$ cat config.mk
export PLATFORM = sky130hd
export DESIGN_NAME = vit2_decoder
export DESIGN_NICKNAME = d
export VERILOG_FILES = /design/src/rtl/vit_pkg.sv /design/src/rtl/vit_branch_unit.sv /design/src/rtl/vit_acs.sv /design/src/rtl/vit_window.sv /design/src/rtl/vit_conv_mon.sv /design/src/rtl/vit2_decoder.sv
export SDC_FILE = /design/constraint.sdc
export NUM_CORES = 1
export LEC_CHECK = 0
export CORE_AREA = 2 2 104 106
export DETAILED_ROUTE_END_ITERATION = 7
export DIE_AREA = 0 0 106 108
export DONT_BUFFER_PORTS = 1
export MAX_ROUTING_LAYER = met4
export PLACE_DENSITY = 0.77
export SLEW_MARGIN = 20
export SYNTH_ARGS = -nofsm -noshare
export SYNTH_HDL_FRONTEND = slang
export SYNTH_SLANG_ARGS = --single-unit
$ cat constraint.sdc
create_clock -name clk -period 9 [get_ports clk]
set_input_delay 0.45 -clock clk [delete_from_list [all_inputs] [get_ports clk]]
set_output_delay 0.45 -clock clk [all_outputs]
set_load 0.02 [all_outputs]
$ cat src/rtl/vit_pkg.sv
package vit_pkg;
  // Pointer pair for one stage: bit s is the predecessor of state s.
  typedef logic [1:0] surv_t;

  // Index of a branch cost for predecessor p and new state b.
  function automatic int br_idx(input int p, input int b);
    return 2 * p + b;
  endfunction
endpackage

$ cat src/rtl/vit_branch_unit.sv
module vit_branch_unit #(
  parameter int SW     = 8,
  parameter int AMP    = 32,
  parameter int ISI_SH = 1,
  parameter int BMW    = SW + 2
) (
  input  logic signed [SW-1:0]  sample,
  output logic [3:0][BMW-1:0]   bm
);
  localparam int EW  = BMW;
  localparam int ISI = AMP >>> ISI_SH;

  logic signed [EW-1:0] sx;
  assign sx = EW'(sample);

  for (genvar g = 0; g < 4; g++) begin : g_br
    localparam int P  = g / 2;
    localparam int B  = g % 2;
    localparam int EV = (B == 1 ? AMP : -AMP) + (P == 1 ? ISI : -ISI);
    logic signed [EW-1:0] diff;
    assign diff  = sx - EW'(EV);
    assign bm[g] = diff[EW-1] ? BMW'(-diff) : BMW'(diff);
  end
endmodule

$ cat src/rtl/vit_acs.sv
module vit_acs #(
  parameter int BMW = 10,
  parameter int PMW = BMW + 1
) (
  input  logic                 clk,
  input  logic                 rst,
  input  logic                 in_valid,
  input  logic [3:0][BMW-1:0]  bm,
  output vit_pkg::surv_t       sel,
  output logic                 start_state
);
  import vit_pkg::*;
  localparam int CW = PMW + 1;

  logic [PMW-1:0] pm0, pm1;
  logic [CW-1:0]  c00, c10, c01, c11, n0, n1, mn;

  always_comb begin
    c00 = CW'(pm0) + CW'(bm[br_idx(0, 0)]);
    c10 = CW'(pm1) + CW'(bm[br_idx(1, 0)]);
    c01 = CW'(pm0) + CW'(bm[br_idx(0, 1)]);
    c11 = CW'(pm1) + CW'(bm[br_idx(1, 1)]);
    sel[0] = (c10 < c00);
    sel[1] = (c11 < c01);
    n0 = sel[0] ? c10 : c00;
    n1 = sel[1] ? c11 : c01;
    start_state = (n1 < n0);
    mn = start_state ? n1 : n0;
  end

  always_ff @(posedge clk) begin
    if (rst) begin
      pm0 <= '0;
      pm1 <= '0;
    end else if (in_valid) begin
      pm0 <= PMW'(n0 - mn);
      pm1 <= PMW'(n1 - mn);
    end
  end


  norm_zero_chk: assert property (@(posedge clk) disable iff (rst)
    in_valid |=> (pm0 == '0 || pm1 == '0));

  cost_hold_chk: assert property (@(posedge clk) disable iff (rst)
    !in_valid |=> ($stable(pm0) && $stable(pm1)));
endmodule

$ cat src/rtl/vit_window.sv
module vit_window #(
  parameter int TB_LEN = 6
) (
  input  logic            clk,
  input  logic            rst,
  input  logic            in_valid,
  input  vit_pkg::surv_t  sel,
  input  logic            start_state,
  output logic            out_valid,
  output logic            out_bit
);
  import vit_pkg::*;
  localparam int FW = (TB_LEN > 2) ? $clog2(TB_LEN) : 1;

  surv_t [TB_LEN-1:0] win;
  surv_t [TB_LEN-1:0] wn;
  logic  [FW-1:0]     fill;
  logic               tb_bit;

  always_comb begin
    wn = {win[TB_LEN-2:0], sel};
    tb_bit = start_state;
    for (int k = 0; k < TB_LEN - 1; k++) tb_bit = wn[k][tb_bit];
  end

  always_ff @(posedge clk) begin
    if (rst) begin
      win       <= '0;
      fill      <= '0;
      out_valid <= 1'b0;
      out_bit   <= 1'b0;
    end else begin
      out_valid <= in_valid && (fill == FW'(TB_LEN - 1));
      if (in_valid) begin
        win     <= wn;
        out_bit <= tb_bit;
        if (fill != FW'(TB_LEN - 1)) fill <= fill + 1'b1;
      end
    end
  end


  out_after_sample_chk: assert property (@(posedge clk) disable iff (rst)
    out_valid |-> $past(in_valid));

  fill_bound_chk: assert property (@(posedge clk) disable iff (rst)
    fill <= FW'(TB_LEN - 1));
endmodule

$ cat src/rtl/vit_conv_mon.sv
module vit_conv_mon #(
  parameter int TB_LEN = 6
) (
  input  logic            clk,
  input  logic            rst,
  input  logic            in_valid,
  input  vit_pkg::surv_t  sel,
  output logic            conv_flag
);
  localparam int CW = $clog2(TB_LEN + 1);

  logic [CW-1:0] cnt;
  logic          split;
  assign split = sel[0] ^ sel[1];

  always_ff @(posedge clk) begin
    if (rst) begin
      cnt       <= '0;
      conv_flag <= 1'b0;
    end else begin
      conv_flag <= 1'b0;
      if (in_valid && split) begin
        if (cnt == CW'(TB_LEN)) begin
          cnt       <= '0;
          conv_flag <= 1'b1;
        end else begin
          cnt <= cnt + 1'b1;
        end
      end
    end
  end


  cnt_bound_chk: assert property (@(posedge clk) disable iff (rst)
    cnt <= CW'(TB_LEN));

  flag_pulse_chk: assert property (@(posedge clk) disable iff (rst)
    conv_flag |=> !conv_flag);

  flag_needs_sample_chk: assert property (@(posedge clk) disable iff (rst)
    conv_flag |-> ($past(in_valid) && cnt == '0));
endmodule

$ cat src/rtl/vit2_decoder.sv
module vit2_decoder #(
  parameter int SW     = 8,
  parameter int AMP    = 32,
  parameter int ISI_SH = 1,
  parameter int TB_LEN = 6
) (
  input  logic                 clk,
  input  logic                 rst,
  input  logic                 in_valid,
  input  logic signed [SW-1:0] in_sample,
  output logic                 out_valid,
  output logic                 out_bit,
  output logic                 conv_flag
);
  import vit_pkg::*;
  localparam int BMW = SW + 2;
  localparam int PMW = BMW + 1;

  logic [3:0][BMW-1:0] bm;
  surv_t               sel;
  logic                start_state;

  vit_branch_unit #(.SW(SW), .AMP(AMP), .ISI_SH(ISI_SH), .BMW(BMW)) u_br (
    .sample (in_sample),
    .bm     (bm)
  );

  vit_acs #(.BMW(BMW), .PMW(PMW)) u_acs (
    .clk         (clk),
    .rst         (rst),
    .in_valid    (in_valid),
    .bm          (bm),
    .sel         (sel),
    .start_state (start_state)
  );

  vit_window #(.TB_LEN(TB_LEN)) u_win (
    .clk         (clk),
    .rst         (rst),
    .in_valid    (in_valid),
    .sel         (sel),
    .start_state (start_state),
    .out_valid   (out_valid),
    .out_bit     (out_bit)
  );

  vit_conv_mon #(.TB_LEN(TB_LEN)) u_mon (
    .clk       (clk),
    .rst       (rst),
    .in_valid  (in_valid),
    .sel       (sel),
    .conv_flag (conv_flag)
  );


  reset_quiet_chk: assert property (@(posedge clk)
    rst |=> (!out_valid && !conv_flag));
endmodule

### After elaboration in Yosys (flattened, before gate mapping)

Cells that the tools add are included.

* word-level logic and storage cells: 63
* input bits: 11
* register bits after elaboration: 39

* $add $sub $neg: 16
* mux-type cells: 19
* $lt $le $gt $ge: 8
* reduce and logical (&&, ||, !) cells: 4
* equality and inequality tests: 3
* bitwise operators: 2

Operators by type and width (count)
* 11-bit by 10-bit adder with 12-bit output: 4
* 10-bit 2-to-1 mux: 4
* 10-bit negator: 4
* 12-bit less-than comparator: 3
* 12-bit 2-to-1 mux: 2
* 11-bit subtractor: 2
* 8-bit by 7-bit subtractor with 9-bit output (second input constant): 2
* 1-bit 2-to-1 mux: 11
* 11-bit 2-to-1 mux: 1
* 1-bit by 2-bit less-than comparator with 1-bit output (second input constant): 5
* 8-bit by 5-bit subtractor with 9-bit output (second input constant): 1
* 8-bit by 6-bit subtractor with 9-bit output (second input constant): 1
* 3-bit by 1-bit adder with 3-bit output (second input constant): 2
* 3-bit == test (second input constant): 2
* 3-bit 2-to-1 mux: 1
* 3-bit inequality test (second input constant): 1
* 1-bit logical AND: 2
* 2-bit AND reduction: 1
* 2-bit OR reduction: 1
* 1-bit NOT: 1
* 1-bit XOR: 1

### Longest topological paths before layout

* depth in word-level cells: 17
* gate-level depth with buffers: 48
* depth with buffers taken out: 44

### By module

From an unflattened synthesis, not the netlist that was laid out.

* cells, all modules: 834
* area, all modules: 6476.2 um^2

By module, submodules not included
* vit_acs: area an instance 4913.5 um^2, times used 1, cells an instance 636, seq. area each 440.4 um^2
* vit_branch_unit: area an instance 812.0 um^2, times used 1, cells an instance 122, seq. area each 0.0 um^2
* vit_window: area an instance 565.5 um^2, times used 1, cells an instance 55, seq. area each 260.2 um^2
* vit_conv_mon: area an instance 185.2 um^2, times used 1, cells an instance 21, seq. area each 80.1 um^2

### Worst setup path after synthesis

OpenSTA, ideal clock, no wires.

* path kind: in2reg
* start point: input port in_sample[4]
* end point: register u_acs.pm0[10]
* slack: -0.310 ns
* cell stages on the path: 44
* data arrival time: 9.231 ns
* buffers on the path: 5
* cell sequence: clkbuf_1 inv_1 ha_1 clkbuf_1 a21oi_1 nor2_1 xor2_1 ha_1 nor2b_1 o31a_1 o31a_1 o21ai_0 nand2b_1 xor2_1 inv_1 ha_1 a21oi_1 nand2_1 [8 not listed] a2111oi_0 o31ai_1 o41ai_1 a21o_1 buf_2 buf_2 mux2i_1 ha_1 inv_1 fa_1 a21oi_1 inv_1 a41o_1 a41oi_2 a21oi_1 a31o_1 a311o_1 a211oi_2

* longest elaborated chain between the ends: 9

Ends and longest elaborated chain
* start: declaration: RTL line vit2_decoder.sv:10 `input logic signed [SW-1:0] in_sample,`
* 8-bit by 7-bit subtractor with 9-bit output, or another cell as far along: RTL line vit_branch_unit.sv:21 `assign diff = sx - EW'(EV);`
* 10-bit negator: RTL line vit_branch_unit.sv:22 `assign bm[g] = diff[EW-1] ? BMW'(-diff) : BMW'(diff);`
* 10-bit 2-to-1 mux: RTL line vit_branch_unit.sv:22
* 11-bit by 10-bit adder with 12-bit output (on tied branches)
* 12-bit less-than comparator (on tied branches): RTL line vit_acs.sv:24, vit_acs.sv:23
* 12-bit 2-to-1 mux (on tied branches): RTL line vit_acs.sv:26, vit_acs.sv:25
* 12-bit less-than comparator: RTL line vit_acs.sv:27 `start_state = (n1 < n0);`
* 11-bit 2-to-1 mux: RTL line vit_acs.sv:28 `mn = start_state ? n1 : n0;`
* 11-bit subtractor (*): RTL line vit_acs.sv:36 `pm0 <= PMW'(n0 - mn);`
* end signal: assignment: RTL line vit_acs.sv:36
* end: declaration: RTL line vit_acs.sv:15 `logic [PMW-1:0] pm0, pm1;`

Every way passes the cells marked *; elsewhere a longest branch is shown, timed or not.
A chain may end at the register's enable or synchronous reset.

### Final worst setup path

Same ends and word-level chain as after synthesis.

==> results.txt <==
The first global-routing pass estimated 28200 um of wire. The full die area came out at 11400 um^2. Before antenna repair, the detailed router went through 7 iterations. The time the worst path needs with I/O delays and setup was 8740 ps. The logs give 1.02 for the global placer's final weighted congestion and 0 for the max-cap check violation count. The pin count of the biggest net entering global routing is 48, and the total grt overflow is 0.

Synthesis produced a netlist whose cell count is 806. Worst min-delay path category: in -> reg. For the pin with the worst max-slew slack, the measured transition is 707 ps.

The synthesized flop and latch total was 39. The run gives 0.529 as the worst slew slack as a fraction of its limit. CTS saw 39 sinks.

CTS placed an instance of clkbuf_8 at the clock tree root. From left edge to right edge, the die measures 106 um. The fraction of layout cells with a size suffix above 1 works out to 0.115.

The detailed router finished its first iteration with 475 violations. The number of antenna violations at the first check in global routing was 0. The logs give 5998 for the vias after detailed routing and 9240 ps for the required time reported for the critical path endpoint. Clock-pin transition on the worst setup and hold timing paths: 90 ps. The share of the yosys chip area belonging to registers is 0.129, and the final count of pins violating max slew is 0. In this run the cell area of the synthesized design comes to 6070 um^2. The post-detailed-route DRC marker count is 0.

The critical path in this run is classified as in -> reg. The layout overhead on the synthesized area was 11.2%; the share of synthesized flip-flops with an asynchronous set or reset was 0. Number of buffers and inverters on the critical path: 10.

The finished layout holds 976 standard cells, fillers aside. During placement, the flow inserted port buffers numbering 0. STA classifies the critical path endpoint as a flop. Once placement completed, the tool counted placed cells totaling 967. The biggest area contributor in the post-synthesis netlist is ha_1. The run gives 2 as the maximum buffer depth of the clock tree.

The tools report the overall track demand over capacity in global routing as 0.317. At the worst endpoint, the arrival time is 8980 ps. The half-perimeter wire length of the detailed placement result came out at 13900 um. Worst setup slack before clock tree synthesis: -358 ps. The most used flip-flop cell after synthesis is dfxtp_1.

The run gives 951 as the number of nets in the layout. The library cell used most frequently in the layout, excluding fill and tap cells, is ha_1. The post-route fraction of the period consumed by the critical path was 0.971. TritonCTS created 5 clock buffers. The worst register-to-register path has a depth of 40. The critical-path maximum fanout was 11.

Clock latency on the worst-skew pair, taken at its later pin, is 310 ps. The cell seen most often among critical-path stages is inv_1. STA classifies the critical path startpoint as a primary input. Floorplan row count: 37. The worst hold path stage count was 1; the slack of the critical path was 257 ps.

The cell with the largest stage delay on the worst path is fa_1. The Yosys warning count is 0, and the number of primary I/O pins is 14. Counting flops with a built-in enable in the synthesized netlist gives 0. The flow ran to the end, and the final reports show no timing, DRC or antenna violations.

Area share of the largest cell type after synthesis: 0.196. The number of hold-slack violations in the final timing report is 0, and the worst hold slack across all endpoints is 194 ps. On the final layout, the worst clock skew is 11.2 ps.

Setup violations remaining at the end of the flow were counted as 0. Final routed wire length divided by cell count: 17.7 um. Leaving out fill and tap cells, the most frequent cells in the layout are 94 x ha_1, 81 x nor2_1, 69 x nand2_1.

The core region is 10200 um^2. The number of H-tree levels was 2. The via count normalized by instance count is 6.15. Ranked by total cell area, the synthesized netlist is headed by ha_1 20%, dfxtp_1 13%, xnor2_1 6.2%.

The via count of the first global-routing pass is 5951, and the die boundary height is 108 um. Static timing analysis puts the maximum clock frequency at 114 MHz. 0 antenna diodes ended up in the layout.

Counting buffers and inverters, the worst setup path is 46 cells deep. The dominant delay contributor by cell family on the critical path is compound AO/OA/AOI/OAI gates. The largest incremental delay on the critical path is 410 ps. The logs give 0.593 for the initial cell density of the core and 0 for the quantity of hold-fixing buffers added after cts. The residual antenna-violating net count after detailed routing is 0, and the final cell utilization of the core is 0.659.

TritonCTS built the clock tree. After synthesis, the mean cell area works out to 7.53 um^2. After detailed routing, the total wire length is 17300 um.

The run gives 74 as the number of distinct library cells after synthesis.
per-layer routing:
metal / vias to the layer above / global-route usage / wire, um / share of wire
li1: 2970 / - / - / -
met5: - / - / 0 / 0
met3: 37 / 0.0223 / 663 / 0.038
met4: 0 / 0.127 / 587 / 0.034
met2: 143 / 0.556 / 8410 / 0.49
met1: 2848 / 0.380 / 7610 / 0.44
repair_timing:
item,4_1_cts,5_1_grt
endpoints found under the setup margin,1,11
resized for setup,2,29
hold endpoints to repair,0,0
setup buffers,0,1
pin swaps,0,4
per-stage QoR:
step | setup TNS [ps] | cell area [um^2]
global placement | 0 | 6510
detailed placement | -1090 | 6510
global route | -177 | 6740
CTS | 0 | 6650
floorplan | 0 | 6100
finish | 0 | 6740
path summary, 6_finish.rpt:
kind	startpoint	end	slack [ps]
setup / recovery	in_sample[4]	u_acs.pm0[10]$_SDFFE_PP0P_	260
hold / removal	rst	u_acs.pm0[8]$_SDFFE_PP0P_	190
setup reg to reg	u_acs.pm1[0]$_SDFFE_PP0P_	u_acs.pm0[10]$_SDFFE_PP0P_	440
hold reg to reg	u_win.fill[2]$_SDFFE_PP0P_	u_win.out_valid$_SDFF_PP0_	480
cell families (layout without fill, tap and decap cells):
| kind of cell | count (synthesis) | in the layout | share of synthesized area |
|---|---|---|---|
| mux | 39 | 39 | 0.0662 |
| simple gates | 239 | 239 | 0.185 |
| flops | 39 | 39 | 0.129 |
| buf+inv | 89 | 118 | 0.0555 |
| fa+ha+maj | 102 | 102 | 0.217 |
| xor+xnor | 58 | 58 | 0.0837 |
| compound gates | 239 | 239 | 0.263 |
| other cells | 1 | 6 | 0.000618 |
Yosys cell counts (5+ instances only):
library cell  number
ha_1              95
nor2_1            82
nand2_1           69
inv_1             62
a21oi_1           60
o21ai_0           45
xnor2_1           43
dfxtp_1           39
mux2i_1           30
a21o_1            21
clkbuf_1          21
a211oi_1          18
nor3_1            15
xor2_1            15
o21a_1            14
nand3_1           11
a31oi_1           10
nor2b_1            9
o211ai_1           9
and3_1             8
mux2_2             8
nand2b_1           8
a211o_1            7
and2_1             7
o22ai_1            7
fa_1               6
o21bai_1           5
sequential cells by signal (all words and copies together) (netlist names):
name             flops
u_mon.conv_flag      1
u_win.out_bit        1
u_acs.pm1           11
u_win.fill           3
u_mon.cnt            3
u_win.win            8
u_win.out_valid      1
u_acs.pm0           11
worst reg2reg max path: cells and delay by family, from the launching register on:
family,cells,cell delay (ps)
fa+ha+maj,6,1930
compound gates,22,4450
flops,1,350
buf+inv,6,690
mux,1,280
simple gates,5,760
final cells by class:
cell class | instances | area [um^2]
clock buffer | 5 | 68.8
clock inverter | 3 | 67.6
fill | 896 | 3490
inverter | 63 | 238
multi-input combinational | 683 | 5070
sequential | 39 | 781
tap | 136 | 170
timing repair buffer | 47 | 353
Power is left out: the tool's default activity adds up to more than one toggle a clock period on the data nets, which glitch-free logic cannot reach.
